### config.mk
export PLATFORM = sky130hd
export DESIGN_NAME = mdio_master
export DESIGN_NICKNAME = d
export VERILOG_FILES = /design/src/rtl/mdio_master.sv
export SDC_FILE = /design/constraint.sdc
export NUM_CORES = 1
export LEC_CHECK = 0
export ABC_AREA = 0
export BUFFER_PORTS_ARGS = -buffer_cell sky130_fd_sc_hd__buf_2
export CAP_MARGIN = 20
export CORE_ASPECT_RATIO = 0.9
export CORE_MARGIN = 5
export CORE_UTILIZATION = 40
export DETAILED_ROUTE_END_ITERATION = 6
export SYNTH_ARGS = -nofsm -noshare
export SYNTH_HDL_FRONTEND = slang
export SYNTH_SLANG_ARGS = --single-unit
### constraint.sdc
create_clock -name clk -period 6.3 [get_ports clk]
set_clock_uncertainty 0.1 [all_clocks]
set_input_delay 1.26 -clock clk [delete_from_list [all_inputs] [get_ports clk]]
set_output_delay 1.26 -clock clk [all_outputs]
set_load 0.05 [all_outputs]
### src/rtl/mdio_master.sv
module mdio_master #(
  parameter int DIV_W    = 4,
  parameter int PRE_BITS = 32
) (
  input  logic        clk,
  input  logic        rst_n,
  input  logic        reg_wr,
  input  logic        reg_addr,
  input  logic [31:0] reg_wdata,
  output logic [31:0] reg_rdata,
  output logic        mdc,
  output logic        mdio_o,
  output logic        mdio_oe,
  input  logic        mdio_i
);
  localparam int FRAME = 32;
  localparam int SH_W  = PRE_BITS + FRAME;
  localparam int REM_W = $clog2(SH_W + 1);

  logic [DIV_W-1:0] div_q, tick_q;
  logic             pre_q, done_q, busy, rd_q;
  logic [31:0]      data_q;
  logic [SH_W-1:0]  sh_q;
  logic [REM_W-1:0] rem_q;

  wire enabled = pre_q || (div_q != '0);
  wire ctl_wr  = reg_wr && !reg_addr;
  wire dat_wr  = reg_wr && reg_addr;
  wire stop    = ctl_wr && !reg_wdata[7] && (reg_wdata[DIV_W-1:0] == '0);
  wire start   = dat_wr && enabled && !busy;
  wire tick    = busy && (tick_q >= div_q);
  wire rise    = tick && !mdc;
  wire fall    = tick && mdc;
  wire in_rx   = rd_q && (rem_q <= REM_W'(16));

  assign mdio_o    = busy && sh_q[SH_W-1];
  assign mdio_oe   = busy && !(rd_q && rem_q <= REM_W'(17));
  assign reg_rdata = reg_addr ? data_q : {23'd0, done_q, pre_q, 7'(div_q)};

  always_ff @(posedge clk or negedge rst_n) begin
    if (!rst_n) begin
      div_q  <= '0;
      tick_q <= '0;
      pre_q  <= 1'b0;
      done_q <= 1'b0;
      busy   <= 1'b0;
      rd_q   <= 1'b0;
      mdc    <= 1'b0;
      data_q <= '0;
      sh_q   <= '0;
      rem_q  <= '0;
    end else begin
      if (ctl_wr) begin
        div_q <= reg_wdata[DIV_W-1:0];
        pre_q <= reg_wdata[7];
      end
      if (start) begin
        data_q <= reg_wdata;
        busy   <= 1'b1;
        done_q <= 1'b0;
        mdc    <= 1'b0;
        tick_q <= '0;
        rd_q   <= reg_wdata[29];
        sh_q   <= pre_q ? {{PRE_BITS{1'b1}}, reg_wdata} : {reg_wdata, {PRE_BITS{1'b0}}};
        rem_q  <= pre_q ? REM_W'(SH_W) : REM_W'(FRAME);
      end else if (dat_wr && !busy) begin
        data_q <= reg_wdata;
      end else if (stop) begin
        busy   <= 1'b0;
        mdc    <= 1'b0;
        tick_q <= '0;
      end else if (busy) begin
        tick_q <= tick ? '0 : tick_q + 1'b1;
        if (tick) mdc <= !mdc;
        if (rise && in_rx) data_q[15:0] <= {data_q[14:0], mdio_i};
        if (fall) begin
          sh_q  <= sh_q << 1;
          rem_q <= rem_q - 1'b1;
          if (rem_q == REM_W'(1)) begin
            busy   <= 1'b0;
            done_q <= 1'b1;
          end
        end
      end
    end
  end
endmodule

== Word level (Yosys, flattened, before mapping) ==
Index checks and enable logic that the tools add are counted.
Word-level totals
  flip-flop bits (word level): 116
  input bits: 37
  output and inout bits: 35
Cells by class
  $add $sub $neg: 2
  $lt $le $gt $ge: 3
  equality and inequality tests: 4
  muxes and demuxes: 41
  reduce and logical (&&, ||, !) cells: 36
Operators with widths (number)
  two-way mux 64 bit: 6
  two-way mux 16 bit: 5
  two-way mux 32 bit: 2
  two-way mux 7 bit: 6
  two-way mux 4 bit: 5
  two-way mux 1 bit: 17
  logical AND 1 bit: 15
  <= comparator 7 x 5 -> 1 bit, second input constant: 2
  nonzero test 3 bit: 4
  nonzero test 2 bit: 4
  == test 7 x 1 -> 1 bit, second input constant: 1
  subtractor 7 x 1 -> 7 bit, second input constant: 1
  AND reduction 3 bit: 2
  logical NOT 1 bit: 5
  AND reduction 5 bit: 1
  adder 4 x 1 -> 4 bit, second input constant: 1
  greater-or-equal comparator 4 bit: 1
  logical NOT 4 bit: 1
  AND reduction 4 bit: 1
  nonzero test 4 bit: 1
  != test 3 x 1 -> 1 bit, second input constant: 1
  != test 2 x 1 -> 1 bit, second input constant: 1
  != test 2 bit, second input constant: 1
  AND reduction 2 bit: 1
  logical OR 1 bit: 1

== Depth between registers and ports, before layout ==
  depth in word-level cells: 9
  mapped depth: 10
  mapped depth without buffers: 7

== Least setup slack after synthesis ==
Ideal clock, no wire load.
  path kind: input to output
  start: input port reg_addr
  end: output port reg_rdata[1]
  arrival: 2732 ps
  required time: 4940 ps
  path slack: 2208 ps
  stages on the path: 3
  buffers on the path: 2
  path through: clkbuf_1 -> clkbuf_1 -> o21ai_0
Between the ends
  longest elaborated chain between the ends: 1
RTL lines
  start, declared: line 8  | input logic reg_addr,
  two-way mux 32 bit: line 38  | assign reg_rdata = reg_addr ? data_q : {23'd0, done_q, pre_q, 7'(div_q)};
  end, declared: line 10  | output logic [31:0] reg_rdata,
Every way passes these cells.

== Worst setup path after layout ==
  start: input port reg_addr
  end: output port reg_rdata[7]
Same word-level chain as after synthesis.

==> results.toml <==
[hold_path]
hp-class = "reg -> reg"

[synthesis]
synthArstFlopShare_pct = 100
ys_seq_elements = 116
synthAdderAreaFrac_pct = 1.77
avgSynthCellArea_um2 = 9.36
synth_top_family_by_area = "simple AND/OR/NAND/NOR gates"
synth-edff-count = 0
synth_top_area_share_pct = 51.5
synth_area_leaders = "dfrtp_1 51%, nand3_1 8.4%, a21oi_1 6.2%, nand2_1 5.7%, and2_1 4.9%"
yosys_most_used_dff = "dfrtp_1"
synth_compound_area_share_pct = 11.8
yosys.area.top_type = "dfrtp_1"
synthDistinctLibCells = 43
synth_xor_area_share_pct = 0.466
yosysWarnings = 0
ys_seq_area_share_pct = 51.5
synthCells = 603
synthesis.area_um2 = 5640
synthesis.nets = 648
synth_mux_area_share_pct = 4.92
synthSimpleGateAreaFrac_pct = 25.5

[clock_network]
cts_resized = 0
postCtsSetupBuffers = 0
ctsHoldBuffers = 0
htreeDepth = 4
cts_tree = "done"
clock_latency_ns = 0.42
clk_pin_slew_ns = 0.05
cts-root-buf = "clkbuf_16"
clk_path_buf_depth = 2
cts_sinks = 116
cts_buffers = 17

[placed_design]
post-place-cells = 826
gp_congestion = 0.759
dp_hpwl_um = 8520
dpl-instance-area_um2 = 6120
port_buffers = 71

[flow_run]
maxCapViolations = 0

[timing]
timing_hold_violations_final = 0
max-slew-margin-rel_pct = 45.3
worst_slew_pin_slew_ns = 0.820
rsz0062_at_grt = "false"
setup-violations-final = 0
min_period_ns = 3.72
tns_ns = 0
fmax_mhz = 269
post-route-period-util_pct = 59.1
drv_slew = 0

[global_route]
grt_overflow_total = 0
grt_usage_pct = 17.6
grt_pass1_wl_um = 23000
grt_max_degree = 69
grt_pass1_vias = 4593
antenna_found_initial = 0

[setup_path]
worstSetupPathType = "in -> out"
worstSetupEndpointType = "primary output"
crit_end = "reg_rdata[7]"
start_kind = "primary input"
cp_top_family = "buffers and inverters"
r2r_cells = 7
arrival_ns = 2.36
path_buf_inv = 2
path_cells = "buf_2 -> mux2_2 -> buf_2"
cp_slowest_cell = "buf_2"
crit_path_start = "reg_addr"
cp_common_cell = "buf_2"
crit_fanout = 39
slowest_delay_ns = 0.48
r2r-end = "sh_q[48]"
reg2reg_slack_ns = 3.25
timing.rr.start = "div_q[0]"
cp.depth = 3
cp_data_required_time_ns = 4.94

[detailed_routing]
drcViolationCount = 0
dr.pass1.iters = 5
wirelength_um = 13600
wl_per_cell_um = 15.9
ant_nets = 0
drt_iter0_markers = 379
vias_per_cell = 5.38
via_count = 4616

[floorplan]
io_pins = 72
start_util_pct = 40.4
die_h_um = 123
core_area_um2 = 14000
std_cell_rows = 41
die-area_um2 = 16600
chipWidth_um = 135

[finish]
mostFrequentLayoutCell = "dfrtp_1"
layout.cells.non_filler = 858
nNetsFinal = 697
final_cell_mix = "115 x dfrtp_1, 95 x nand3_1, 84 x nand2_1"
final_area_um2 = 6710
area_delta_synth_final_pct = 18.9
n_antenna_cell = 0
final_layout_size_suffix_gt1_share_pct = 21.4
fillers = 1370

[power]
ir_worst_vdd_mv = 0.240
p_per_area_nw_per_um2 = 514
p_leak_uw = 0.00307

[status]
status = "finished clean"
## flip-flops by register name, indices dropped and copies added (netlist names)
signal / flops
rem_q: 7
data_q: 32
tick_q: 4
busy: 1
div_q: 4
mdc: 1
done_q: 1
rd_q: 1
sh_q: 64
pre_q: 1
## worst min-delay path by stage
stage | start | end | slack, ns | depth (start not counted)
5_1_grt | sh_q[27] | sh_q[28] | 0.40 | 2
2_1_floorplan | rd_q | rd_q | 0.35 | 2
3_3_place_gp | sh_q[27] | sh_q[28] | 0.36 | 2
3_5_place_dp | sh_q[29] | sh_q[30] | 0.37 | 2
6_report | sh_q[24] | sh_q[25] | 0.37 | 2
4_1_cts | sh_q[1] | sh_q[2] | 0.38 | 2
## Yosys cell counts (all sizes together) (2+ instances only)
library cell  count
xnor2             3
inv               6
nor3             35
buf              12
or3               5
nand2            85
nor2b             3
dfrtp           116
ha                8
nand3            95
o21ai            10
o311ai            2
nor4              5
mux2i             3
a221o            16
o21a              2
clkbuf           36
mux2             22
and2             44
a21oi            70
nor2             12
## layout make-up
cell class	instances	area, um^2	area share (%)
Timing Repair Buffer	78	423	6.30
Multi-Input combinational cell	433	2530	37.7
Inverter	6	22.5	0.336
Tap cell	193	241	3.60
Sequential cell	116	2900	43.3
Clock buffer	23	488	7.27
Clock inverter	9	101	1.51
## per-layer routing
layer	vias to the layer above	part of all wire [%]	routed length, um	GRT usage, %
met3	14	6.0	816	5.90
met2	117	44	6050	26.7
li1	2223	-	-	-
met1	2262	48	6590	24.0
met4	0	1.2	160	5.29
met5	-	0	0	0
## stage by stage
stage / total power (uW) / hold slack [ns] / setup WS [ns] / util, %
finish: 3450 / 0.374 / 2.58 / 48.1
global route: 3680 / 0.399 / 2.50 / 48.1
CTS: 3480 / 0.382 / 2.54 / 48.1
detailed placement: 2510 / 0.366 / 2.44 / 43.9
global placement: 2450 / 0.356 / 2.49 / 43.7
floorplan: 2210 / 0.346 / 2.21 / -
## worst min-delay path: stages, from the launching register on
cell     delay [ns]
dfrtp_1        0.34
nand2_1        0.05
nand3_1        0.06
## cells by family (layout without fill, tap and decap cells)
logic type,after synthesis,in the layout
compound gates,107,107
xor+xnor,3,3
fa+ha+maj,8,8
mux,25,25
flops,116,116
simple gates,290,290
buf+inv,54,116
## where the power goes
group | switching [uW] | total (uW) | internal, uW
combinational | 755 | 1200 | 443
sequential | 218 | 1290 | 1080
clock | 333 | 953 | 620
total | 1310 | 3450 | 2140
No activity file was read; power rests on OpenSTA's default activity.
